`config.mk`:
```
export PLATFORM = sky130hd
export DESIGN_NAME = wake_evt_aggr
export DESIGN_NICKNAME = d
export VERILOG_FILES = /design/src/rtl/wake_evt_pkg.sv /design/src/rtl/wake_sts_bank.sv /design/src/rtl/wake_sleep_dec.sv /design/src/rtl/wake_sci_drv.sv /design/src/rtl/wake_evt_aggr.sv
export SDC_FILE = /design/constraint.sdc
export NUM_CORES = 1
export LEC_CHECK = 0
export BUFFER_PORTS_ARGS = -buffer_cell sky130_fd_sc_hd__buf_2
export CAP_MARGIN = 10
export CORE_MARGIN = 4
export CORE_UTILIZATION = 30
export DETAILED_ROUTE_END_ITERATION = 10
export PLACE_DENSITY = 0.52
export SLEW_MARGIN = 10
export SYNTH_ARGS = -nofsm -noshare
export SYNTH_HDL_FRONTEND = slang
export SYNTH_SLANG_ARGS = --single-unit
```
`constraint.sdc`:
```
create_clock -name clk_i -period 2.3 [get_ports clk_i]
set_clock_uncertainty 0.05 [all_clocks]
set_input_delay 0.23 -clock clk_i [delete_from_list [all_inputs] [get_ports clk_i]]
set_output_delay 0.23 -clock clk_i [all_outputs]
set_load 0.02 [all_outputs]
```
`src/rtl/wake_evt_pkg.sv`:
```
package wake_evt_pkg;
  typedef enum logic [1:0] {
    SLP_WORK = 2'd0,
    SLP_S3   = 2'd1,
    SLP_S5   = 2'd2,
    SLP_BAD  = 2'd3
  } sleep_e;

  typedef struct packed {
    logic od;
    logic pol_high;
    logic pme_en;
  } ctrl_t;
endpackage

```
`src/rtl/wake_sts_bank.sv`:
```
module wake_sts_bank #(
  parameter int W = 8
) (
  input  logic         clk_i,
  input  logic         rst_ni,
  input  logic [W-1:0] set_i,
  input  logic [W-1:0] clr_i,
  input  logic         en_we_i,
  input  logic [W-1:0] en_wdata_i,
  output logic [W-1:0] sts_o,
  output logic [W-1:0] en_o,
  output logic [W-1:0] pend_o
);
  logic [W-1:0] sts_q, en_q;

  always_ff @(posedge clk_i or negedge rst_ni) begin
    if (!rst_ni) begin
      sts_q <= '0;
      en_q  <= '0;
    end else begin
      sts_q <= (sts_q & ~clr_i) | set_i;  // set beats clear
      if (en_we_i) en_q <= en_wdata_i;
    end
  end

  assign sts_o  = sts_q;
  assign en_o   = en_q;
  assign pend_o = sts_q & en_q;

  AST_STS_STICKY: assert property (@(posedge clk_i) disable iff (!rst_ni)
    1'b1 |=> ((sts_q & $past(sts_q & ~clr_i)) == $past(sts_q & ~clr_i)));
  AST_EVT_WINS: assert property (@(posedge clk_i) disable iff (!rst_ni)
    1'b1 |=> ((sts_q & $past(set_i)) == $past(set_i)));
  AST_EN_HOLD: assert property (@(posedge clk_i) disable iff (!rst_ni)
    !en_we_i |=> $stable(en_q));
endmodule

```
`src/rtl/wake_sleep_dec.sv`:
```
module wake_sleep_dec
  import wake_evt_pkg::*;
(
  input  logic   s3_i,
  input  logic   s5_i,
  output sleep_e state_o,
  output logic   bad_o
);
  always_comb begin
    unique case ({s3_i, s5_i})
      2'b11:   state_o = SLP_WORK;
      2'b01:   state_o = SLP_S3;
      2'b00:   state_o = SLP_S5;
      default: state_o = SLP_BAD;
    endcase
  end
  assign bad_o = (state_o == SLP_BAD);
endmodule

```
`src/rtl/wake_sci_drv.sv`:
```
module wake_sci_drv (
  input  logic active_i,
  input  logic pol_high_i,
  input  logic od_i,
  output logic sci_o,
  output logic sci_oe_o
);
  assign sci_o    = pol_high_i ? active_i : ~active_i;
  assign sci_oe_o = od_i ? active_i : 1'b1;  // open-drain drives only when active
endmodule

```
`src/rtl/wake_evt_aggr.sv`:
```
module wake_evt_aggr
  import wake_evt_pkg::*;
#(
  parameter int NB     = 4,
  parameter int BW     = 8,
  parameter int ADDR_W = 4,
  parameter int IRQ_W  = 4,
  parameter int HM_BIT = 0
) (
  input  logic              clk_i,
  input  logic              rst_ni,
  input  logic [NB*BW-1:0]  evt_i,
  input  logic              hm_evt_i,
  input  logic              slp_s3_i,
  input  logic              slp_s5_i,
  input  logic              reg_we_i,
  input  logic [ADDR_W-1:0] reg_addr_i,
  input  logic [BW-1:0]     reg_wdata_i,
  output logic [BW-1:0]     reg_rdata_o,
  output logic              sci_o,
  output logic              sci_oe_o,
  output logic [IRQ_W-1:0]  irq_num_o,
  output logic [1:0]        sleep_state_o,
  output logic              sleep_bad_o
);
  localparam int HM_BANK = NB - 1;
  localparam logic [ADDR_W-1:0] A_CTRL  = ADDR_W'(2 * NB);
  localparam logic [ADDR_W-1:0] A_IRQ   = ADDR_W'(2 * NB + 1);
  localparam logic [ADDR_W-1:0] A_SLEEP = ADDR_W'(2 * NB + 2);

  logic [BW-1:0] sts_w  [NB];
  logic [BW-1:0] en_w   [NB];
  logic [NB-1:0] bank_pend;
  logic          pme_sts;
  ctrl_t         ctrl_q;
  logic [IRQ_W-1:0] irq_q;
  sleep_e        slp_state;
  logic          slp_bad;

  for (genvar b = 0; b < NB; b++) begin : g_bank
    logic [BW-1:0] set_v, clr_v, pend_v;
    if (b == HM_BANK) begin : g_hm
      assign set_v = evt_i[b*BW +: BW] | (BW'(hm_evt_i) << HM_BIT);
    end else begin : g_plain
      assign set_v = evt_i[b*BW +: BW];
    end
    assign clr_v = (reg_we_i && reg_addr_i == ADDR_W'(b)) ? reg_wdata_i : '0;
    wake_sts_bank #(.W(BW)) u_bank (
      .clk_i      (clk_i),
      .rst_ni     (rst_ni),
      .set_i      (set_v),
      .clr_i      (clr_v),
      .en_we_i    (reg_we_i && reg_addr_i == ADDR_W'(NB + b)),
      .en_wdata_i (reg_wdata_i),
      .sts_o      (sts_w[b]),
      .en_o       (en_w[b]),
      .pend_o     (pend_v)
    );
    assign bank_pend[b] = |pend_v;
  end

  assign pme_sts = |bank_pend;

  always_ff @(posedge clk_i or negedge rst_ni) begin
    if (!rst_ni) begin
      ctrl_q <= '0;
      irq_q  <= '0;
    end else if (reg_we_i) begin
      if (reg_addr_i == A_CTRL) ctrl_q <= '{od: reg_wdata_i[3], pol_high: reg_wdata_i[2],
                                            pme_en: reg_wdata_i[0]};
      if (reg_addr_i == A_IRQ)  irq_q <= reg_wdata_i[IRQ_W-1:0];
    end
  end

  wake_sleep_dec u_sleep (
    .s3_i    (slp_s3_i),
    .s5_i    (slp_s5_i),
    .state_o (slp_state),
    .bad_o   (slp_bad)
  );

  wake_sci_drv u_sci (
    .active_i   (ctrl_q.pme_en & pme_sts),
    .pol_high_i (ctrl_q.pol_high),
    .od_i       (ctrl_q.od),
    .sci_o      (sci_o),
    .sci_oe_o   (sci_oe_o)
  );

  always_comb begin
    reg_rdata_o = '0;
    for (int b = 0; b < NB; b++) begin
      if (reg_addr_i == ADDR_W'(b))      reg_rdata_o = sts_w[b];
      if (reg_addr_i == ADDR_W'(NB + b)) reg_rdata_o = en_w[b];
    end
    if (reg_addr_i == A_CTRL)
      reg_rdata_o = BW'({ctrl_q.od, ctrl_q.pol_high, pme_sts, ctrl_q.pme_en});
    if (reg_addr_i == A_IRQ)   reg_rdata_o = BW'(irq_q);
    if (reg_addr_i == A_SLEEP) reg_rdata_o = BW'({slp_bad, slp_state});
  end

  assign irq_num_o     = irq_q;
  assign sleep_state_o = slp_state;
  assign sleep_bad_o   = slp_bad;

  AST_IDLE_LEVEL: assert property (@(posedge clk_i) disable iff (!rst_ni)
    !(ctrl_q.pme_en && pme_sts) |-> (sci_oe_o == !ctrl_q.od) || (sci_o == !ctrl_q.pol_high));
  AST_OD_RELEASE: assert property (@(posedge clk_i) disable iff (!rst_ni)
    (ctrl_q.od && !pme_sts) |-> !sci_oe_o);
  AST_IRQ_HOLD: assert property (@(posedge clk_i) disable iff (!rst_ni)
    !reg_we_i |=> $stable(irq_num_o));
  AST_NO_PEND_NO_SUM: assert property (@(posedge clk_i) disable iff (!rst_ni)
    (bank_pend == '0) |-> !reg_rdata_o[1] || reg_addr_i != A_CTRL);
endmodule

```
==> impl_table.tex, run 1 <==
\begin{tabular}{lr}
\hline
Metric & Value \\
\hline
\multicolumn{2}{l}{\textbf{Clock tree}} \\
\quad Cell at the root of the clock tree & sky130\_fd\_sc\_hd\_\_clkbuf\_16 \\
\quad Clock input transition at the sequential cells of the worst setup and hold paths & 0.06 ns \\
\quad Clock sink total & 71 \\
\quad Number of levels in the clock H-tree & 3 \\
\quad Maximum clock insertion buffer count & 2 \\
\quad TritonCTS Buffers & 9 \\
\quad Clock tree from TritonCTS & built \\
\quad Clock latency on the worst-skew pair & 0.33 ns \\
\multicolumn{2}{l}{\textbf{Logic synthesis}} \\
\quad Register area share after synthesis & 0.496 \\
\quad Synth cell types & 41 \\
\quad Yosys warning total & 0 \\
\quad Mapped Area & between 3000 and 4000 um\^{}2 \\
\quad Ys flop type & sky130\_fd\_sc\_hd\_\_dfrtp\_1 \\
\quad Syn\_area\_per\_cell & 12.1 um\^{}2 \\
\quad EDFF count, synth & 0 \\
\quad Synth Instances & 297 \\
\quad Largest area contributor in the synthesized netlist & sky130\_fd\_sc\_hd\_\_dfrtp\_1 \\
\quad Fraction of synthesized cell area taken by the top area cell type & 0.496 \\
\quad Post-synthesis register bit count & 71 \\
\quad Top cells by area in the synthesized netlist & sky130\_fd\_sc\_hd\_\_dfrtp\_1, sky130\_fd\_sc\_hd\_\_mux2\_2, sky130\_fd\_sc\_hd\_\_mux4\_2 \\
\quad Number of nets produced by synthesis & 349 \\
\quad Proportion of register bits with asynchronous set or reset after synthesis & 1.00 \\
\multicolumn{2}{l}{\textbf{Layout}} \\
\quad Number of diodes & 0 \\
\quad Fraction of final layout cells sized beyond drive strength 1 & 0.426 \\
\quad Commonest cells after routing, fill and taps aside & sky130\_fd\_sc\_hd\_\_dfrtp\_1, sky130\_fd\_sc\_hd\_\_buf\_2, sky130\_fd\_sc\_hd\_\_mux2\_2 \\
\quad Most common cell after layout, fill and taps aside & sky130\_fd\_sc\_hd\_\_dfrtp\_1 \\
\quad Final standard cell area without fillers & 4510 um\^{}2 \\
\quad Area overhead of the layout relative to synthesis & 25.9\% \\
\quad Fin nets & around 430 \\
\multicolumn{2}{l}{\textbf{Floorplanning}} \\
\quad Area inside the core boundary & 11600 um\^{}2 \\
\quad Die extent in y & between 100 and 150 um \\
\quad Full die area & roughly 14000 um\^{}2 \\
\quad Row Count & 39 \\
\quad Width of the die & approximately 120 um \\
\quad Initial standard-cell utilization of the core & 0.310 \\
\quad Number of primary I/O pins & 67 \\
\multicolumn{2}{l}{\textbf{Job}} \\
\quad Number of maximum-capacitance violations & 0 \\
\multicolumn{2}{l}{\textbf{Detailed routing}} \\
\quad Wire length per cell & 19.9 um \\
\quad Remaining number of nets flagged by the antenna check after routing & 0 \\
\quad First-pass detailed-route iteration total & 4 \\
\quad Starting DRT DRC Count & 161 \\
\quad Drt via density & $\sim$5.2 \\
\quad Number of remaining DRC errors & 0 \\
\quad Vias after detailed routing & 2764 \\
\quad Detailed Route WL & 10500 um \\
\multicolumn{2}{l}{\textbf{Pwr}} \\
\quad Static Leak & 0.00184 uW \\
\quad Power per cell area & 807 nW/um\^{}2 \\
\quad Peak supply drop & 0.311 mV \\
\quad Total power after layout & 3640 uW \\
\multicolumn{2}{l}{\textbf{Placement}} \\
\quad Global placement routability congestion & 0.877 \\
\quad Number of input and output port buffers inserted & 66 \\
\quad HPWL Detailed & between 7000 and 8000 um \\
\quad Instance area at placement & 4150 um\^{}2 \\
\multicolumn{2}{l}{\textbf{Worst setup path}} \\
\quad Sort of element at the end of the critical path & output pin \\
\quad Worst setup path category & register to output pin \\
\quad Largest fanout on the critical path & 3 \\
\quad Endpoint required time on the critical path & 2.02 ns \\
\quad Kind of launch point of the worst setup path & register \\
\quad Arrival time at the worst endpoint & approximately 2.1 ns \\
\multicolumn{2}{l}{\textbf{Global routing}} \\
\quad Maximum number of pins on one net before global-route repair & 72 \\
\quad Global-route usage over all layers & 0.165 \\
\quad Global-route wire length before repair & about 17000 um \\
\quad Via count of the first global-routing pass & 2871 \\
\quad Antenna violations before repair & 0 \\
\quad Remaining Overflow, GRT & 0 \\
\multicolumn{2}{l}{\textbf{STA}} \\
\quad Achievable Freq & 0.419 GHz \\
\quad Worst slew slack as a fraction of its limit & 0.676 \\
\quad Post-route setup slack & -0.0864 ns \\
\quad RSZ-0062 raised after global routing & true \\
\quad Hold Vio Cnt, Final & 0 \\
\quad Minimum clock period after layout & between 2 and 2.5 ns \\
\quad Transition time at the pin with the least slew margin & 0.485 ns \\
\quad Tcrit/Tclk final & 1.04 \\
\quad Smallest hold slack & 0.0167 ns \\
\quad Pins Over Slew Limit & 0 \\
\quad Final setup violating endpoints & 3 \\
\multicolumn{2}{l}{\textbf{Run status}} \\
\quad Outcome & complete, but fails checks \\
\quad Failing checks & setup timing \\
\multicolumn{2}{l}{\textbf{Worst hold path}} \\
\quad Class of the worst hold path & input pin to register \\
\hline
\end{tabular}
==> registers in the layout, summed over array words and instances, names as in the netlist <==
register	flops
g_bank.u_bank.en_o	32
ctrl_q	3
irq_num_o	4
g_bank.u_bank.sts_o	32
==> where the power goes <==
part	switching (uW)	internal, uW	total [uW]	leakage [uW]
Sequential	143	1420	1560	0.000761
Clock	509	857	1370	0.000134
Combinational	340	372	711	0.000941
Total	991	2650	3640	0.00184
==> critical path: stages, from the launching register on <==
cell                       delay (ns)
sky130_fd_sc_hd__dfrtp_1         0.40
sky130_fd_sc_hd__a22o_1          0.25
sky130_fd_sc_hd__a221oi_2        0.17
sky130_fd_sc_hd__nand3_1         0.14
sky130_fd_sc_hd__o41a_1          0.50
sky130_fd_sc_hd__xnor2_1         0.16
sky130_fd_sc_hd__buf_4           0.16
==> path summary, 6_finish.rpt <==
path / from / endpoint / slack, ns / cells past startpoint
min in group asynchronous: rst_ni / g_bank[2].u_bank.sts_o[2] / 0.37 / 3
hold / removal: evt_i[5] / g_bank[0].u_bank.sts_o[5] / 0.02 / 2
setup reg to reg: g_bank[0].u_bank.en_o[3] / g_bank[0].u_bank.en_o[3] / 1.36 / 2
setup / recovery: g_bank[0].u_bank.sts_o[3] / sci_o / -0.09 / 6
hold reg to reg: g_bank[1].u_bank.sts_o[4] / g_bank[1].u_bank.sts_o[4] / 0.47 / 1
max in group asynchronous: rst_ni / ctrl_q[0] / 1.47 / 3
==> what timing repair did <==
item,CTS,global route
hold buffers,1,0
setup buffers,2,4
pin swaps,3,3
endpoints found under the hold margin,71,0
resized for setup,3,2
endpoints found under the setup margin,3,3
==> area by class of cell <==
class                      instances  area (um^2)
clock inverter                     3         45.0
tap                              143          179
inverter                           4         15.0
timing repair buffer              87          512
fill                            1122         7050
multi-input combinational        209         1740
sequential                        71         1780
clock buffer                      11          243
==> stage by stage <==
step / std cells / setup TNS, ns / worst slack [ns] / util
floorplan: 297 / 0 / 0.334 / -
detailed placement: 507 / 0 / 0.229 / 0.358
global route: 528 / -0.502 / -0.188 / 0.390
finish: 528 / -0.210 / -0.0864 / 0.390
global placement: 507 / 0 / 0.221 / 0.358
CTS: 524 / -0.205 / -0.0949 / 0.386
==> cell usage after synthesis, drive strengths merged, types with 4 or more instances <==
master   n
mux2    41
buf      8
inv      4
nand3    5
a21oi    4
nor2    17
dfrtp   71
a22oi   13
nand2   37
mux4    12
mux2i    9
a21o    31
clkbuf   5
==> metal layers <==
| metal | GRT usage | share of wire |
|---|---|---|
| met4 | 0.0657 | 0.026 |
| met5 | 0 | 0 |
| met2 | 0.256 | 0.46 |
| met3 | 0.0411 | 0.050 |
| met1 | 0.222 | 0.46 |
==> kinds of logic after synthesis <==
group,after synthesis,share of synthesized area
compound gates,69,0.148
simple gates,75,0.0954
buf+inv,17,0.0220
xor+xnor,1,0.00245
flops,71,0.496
mux,62,0.229
fa+ha+maj,2,0.00698
No activity file was read; power rests on OpenSTA's default activity.
==> inputs of run 2 (changes only) <==
--- a/config.mk
+++ b/config.mk
@@ -10,6 +10,7 @@
 export CORE_MARGIN = 4
 export CORE_UTILIZATION = 30
 export DETAILED_ROUTE_END_ITERATION = 10
+export HOLD_SLACK_MARGIN = 0.08
 export PLACE_DENSITY = 0.52
 export SLEW_MARGIN = 10
 export SYNTH_ARGS = -nofsm -noshare
==> run 2 against run 1 <==
The flow still finishes with violations (setup timing). First-iteration DRC count fell by 9.3%. Critical path depth did not move. Register-to-register slack got worse by 0.45 ns. Setup slack improved by 0.0021 ns. Maximum frequency barely moved. Clock power barely moved. Sequential share of layout area fell by 2.7 points. Global-route usage rose by 0.26 points. Non-clock buffer count rose by 33. Cell count rose by 6.3%. Core utilization rose by 2.9 points. Combinational power rose by 5.9%. Critical endpoint unchanged. Largest cell class unchanged. Highest routed layer unchanged.
==> impl_table.tex, run 2 (synthesis gave the netlist of run 1 again) <==
\begin{tabular}{lr}
\hline
Metric & Value \\
\hline
\multicolumn{2}{l}{\textbf{Placement}} \\
\quad Global placement routability congestion & 0.877 (unchanged) \\
\quad Number of input and output port buffers inserted & 66 (unchanged) \\
\quad HPWL Detailed & 7570 um (unchanged) \\
\quad Worst slack at placement & 0.229 ns (unchanged) \\
\quad Placed cell count & 507 (unchanged) \\
\multicolumn{2}{l}{\textbf{Pwr}} \\
\quad Power per cell area & 760 nW/um\^{}2 (-5.7\%) \\
\quad Static Leak & 0.00197 uW (+7.4\%) \\
\quad Total power after layout & 3680 uW (+1.2\%) \\
\quad Peak supply drop & 0.313 mV (+0.59\%) \\
\multicolumn{2}{l}{\textbf{Global routing}} \\
\quad Maximum number of pins on one net before global-route repair & 72 (unchanged) \\
\quad Global-route usage over all layers & 0.168 (+0.00259) \\
\quad Global-route wire length before repair & 17100 um (+2.2\%) \\
\quad Antenna violations before repair & 0 (unchanged) \\
\quad Via count of the first global-routing pass & 2979 (+3.8\%) \\
\quad Remaining Overflow, GRT & 0 (unchanged) \\
\multicolumn{2}{l}{\textbf{Layout}} \\
\quad Fraction of final layout cells sized beyond drive strength 1 & 0.392 (-0.0336) \\
\quad Post-route non-filler standard cell count & 561 (+6.3\%) \\
\quad Commonest cells after routing, fill and taps aside & sky130\_fd\_sc\_hd\_\_dfrtp\_1, sky130\_fd\_sc\_hd\_\_buf\_2, sky130\_fd\_sc\_hd\_\_mux2\_2 \\
\quad Most common cell after layout, fill and taps aside & sky130\_fd\_sc\_hd\_\_dfrtp\_1 \\
\quad Number of diodes & 0 (unchanged) \\
\quad Area overhead of the layout relative to synthesis & 35.1\% \\
\quad Fin nets & 467 (+7.6\%) \\
\multicolumn{2}{l}{\textbf{STA}} \\
\quad Hold Vio Cnt, Final & 0 (unchanged) \\
\quad Pins Over Slew Limit & 0 (unchanged) \\
\quad Tcrit/Tclk final & 1.04 (about the same) \\
\quad Post-route setup slack & -0.0843 ns (+0.00207 ns) \\
\quad Transition time at the pin with the least slew margin & 0.488 ns (+0.00243 ns) \\
\quad Achievable Freq & 0.419 GHz (about the same) \\
\quad Worst slew slack as a fraction of its limit & 0.675 (-0.00162) \\
\quad Minimum clock period after layout & 2.38 ns (-0.00207 ns) \\
\quad RSZ-0062 raised after global routing & true \\
\quad Final setup violating endpoints & 3 (unchanged) \\
\multicolumn{2}{l}{\textbf{Detailed routing}} \\
\quad Remaining number of nets flagged by the antenna check after routing & 0 (unchanged) \\
\quad Wire length per cell & 19.0 um (-4.5\%) \\
\quad Drt via density & 5.13 (-2.1\%) \\
\quad First-pass detailed-route iteration total & 4 (unchanged) \\
\quad Number of remaining DRC errors & 0 (unchanged) \\
\quad Vias after detailed routing & 2876 (+4.1\%) \\
\quad Detailed Route WL & 10700 um (+1.4\%) \\
\quad Starting DRT DRC Count & 146 (-9.3\%) \\
\multicolumn{2}{l}{\textbf{Worst setup path}} \\
\quad R2R Path Start & g\_bank[3].u\_bank.sts\_o[0] \\
\quad Worst setup path category & register to output pin \\
\quad Endpoint of the worst-slack reg-to-reg timing path & g\_bank[3].u\_bank.sts\_o[0] \\
\quad Largest fanout on the critical path & 3 (unchanged) \\
\quad Launching element of the worst setup path & g\_bank[0].u\_bank.sts\_o[3] \\
\quad Minimum setup slack among reg-to-reg paths & 0.91 ns (-0.45 ns) \\
\quad Endpoint required time on the critical path & 2.02 ns (about the same) \\
\quad Sort of element at the end of the critical path & output pin \\
\quad Kind of launch point of the worst setup path & register \\
\quad Critical Path End & sci\_o \\
\quad Arrival time at the worst endpoint & 2.10 ns (about the same) \\
\quad Worst R2R Path Depth & 2 (unchanged) \\
\multicolumn{2}{l}{\textbf{Run status}} \\
\quad Failing checks & setup timing \\
\quad Outcome & complete, but fails checks \\
\multicolumn{2}{l}{\textbf{Floorplanning}} \\
\quad Row Count & 39 (unchanged) \\
\quad Number of primary I/O pins & 67 (unchanged) \\
\quad Width of the die & 117 um (unchanged) \\
\quad Area inside the core boundary & 11600 um\^{}2 (unchanged) \\
\quad Initial standard-cell utilization of the core & 0.310 (unchanged) \\
\quad Full die area & 13800 um\^{}2 (unchanged) \\
\quad Die extent in y & 117 um (unchanged) \\
\multicolumn{2}{l}{\textbf{Clock tree}} \\
\quad Cell at the root of the clock tree & sky130\_fd\_sc\_hd\_\_clkbuf\_16 \\
\quad Clock sink total & 71 (unchanged) \\
\quad Clock input transition at the sequential cells of the worst setup and hold paths & 0.05 ns (about the same) \\
\quad Maximum clock insertion buffer count & 2 (unchanged) \\
\quad Clock latency on the worst-skew pair & 0.33 ns (about the same) \\
\quad Number of levels in the clock H-tree & 3 (unchanged) \\
\quad TritonCTS Buffers & 9 (unchanged) \\
\quad Clock tree from TritonCTS & built \\
\multicolumn{2}{l}{\textbf{Job}} \\
\quad Number of maximum-capacitance violations & 0 (unchanged) \\
\multicolumn{2}{l}{\textbf{Worst hold path}} \\
\quad Class of the worst hold path & input pin to register \\
\hline
\end{tabular}
-- run 2: cell count changes in the layout (fill, tap and decap cells not counted) --
cell / delta
sky130_fd_sc_hd__dlygate4sd3_1: +33
-- run 2: layout make-up --
cell class	instances	area, um^2
well taps	143	179
repair buffers	120	842
flip-flops and latches	71	1780
fillers	1100	6720
inverters	4	15.0
multi-input cells	209	1740
clock buffers	11	243
clock inverters	3	45.0
-- run 2: how the worst min path moves through the flow --
stage               slack [ns]                         to           start  cells past startpoint
finish                    0.18  g_bank[3].u_bank.sts_o[7]  reg_wdata_i[7]                      3
global route              0.21  g_bank[2].u_bank.sts_o[7]  reg_wdata_i[7]                      3
CTS                       0.18  g_bank[3].u_bank.sts_o[5]  reg_wdata_i[5]                      3
detailed placement        0.24  g_bank[3].u_bank.sts_o[4]          rst_ni                      2
global placement          0.24  g_bank[3].u_bank.sts_o[4]          rst_ni                      2
floorplan                -0.12                  ctrl_q[0]          rst_ni                      0
-- run 2: timing repair --
| action | in CTS | in global routing |
|---|---|---|
| hold buffers | 34 | 0 |
| resized for setup | 3 | 2 |
| pin swaps | 3 | 3 |
| endpoints found under the setup margin | 3 | 3 |
| setup buffers | 2 | 4 |
| endpoints found under the hold margin | 103 | 0 |
-- run 2: through the flow --
stage / setup TNS [ns] / hold WS [ns] / util / instance area (um^2)
after global placement: 0 / 0.242 / 0.358 / 4150
after CTS: -0.205 / 0.178 / 0.415 / 4800
after floorplan: 0 / -0.116 / - / 3580
final: -0.207 / 0.181 / 0.419 / 4840
after global routing: -0.502 / 0.207 / 0.419 / 4840
after detailed placement: 0 / 0.242 / 0.358 / 4150
-- run 2: per-layer routing --
metal  share of wire  vias up  track usage  wire, um
met5               0        -            0         0
met4           0.033        0       0.0703       350
met3           0.057       26       0.0416       611
met2            0.46       80        0.258      4850
met1            0.45     1429        0.226      4840
li1                -     1341            -         -
-- run 2: power breakdown --
group          internal (uW)  switching (uW)  leakage (uW)
clock                    857             512      0.000134
sequential              1420             142      0.000761
combinational            407             345       0.00108
total                   2680             999       0.00197
-- run 2: critical path, cell delays in order (launching register included) --
cell	delay (ns)
sky130_fd_sc_hd__dfrtp_1	0.40
sky130_fd_sc_hd__a22o_1	0.25
sky130_fd_sc_hd__a221oi_2	0.17
sky130_fd_sc_hd__nand3_1	0.14
sky130_fd_sc_hd__o41a_1	0.50
sky130_fd_sc_hd__xnor2_1	0.16
sky130_fd_sc_hd__buf_4	0.16
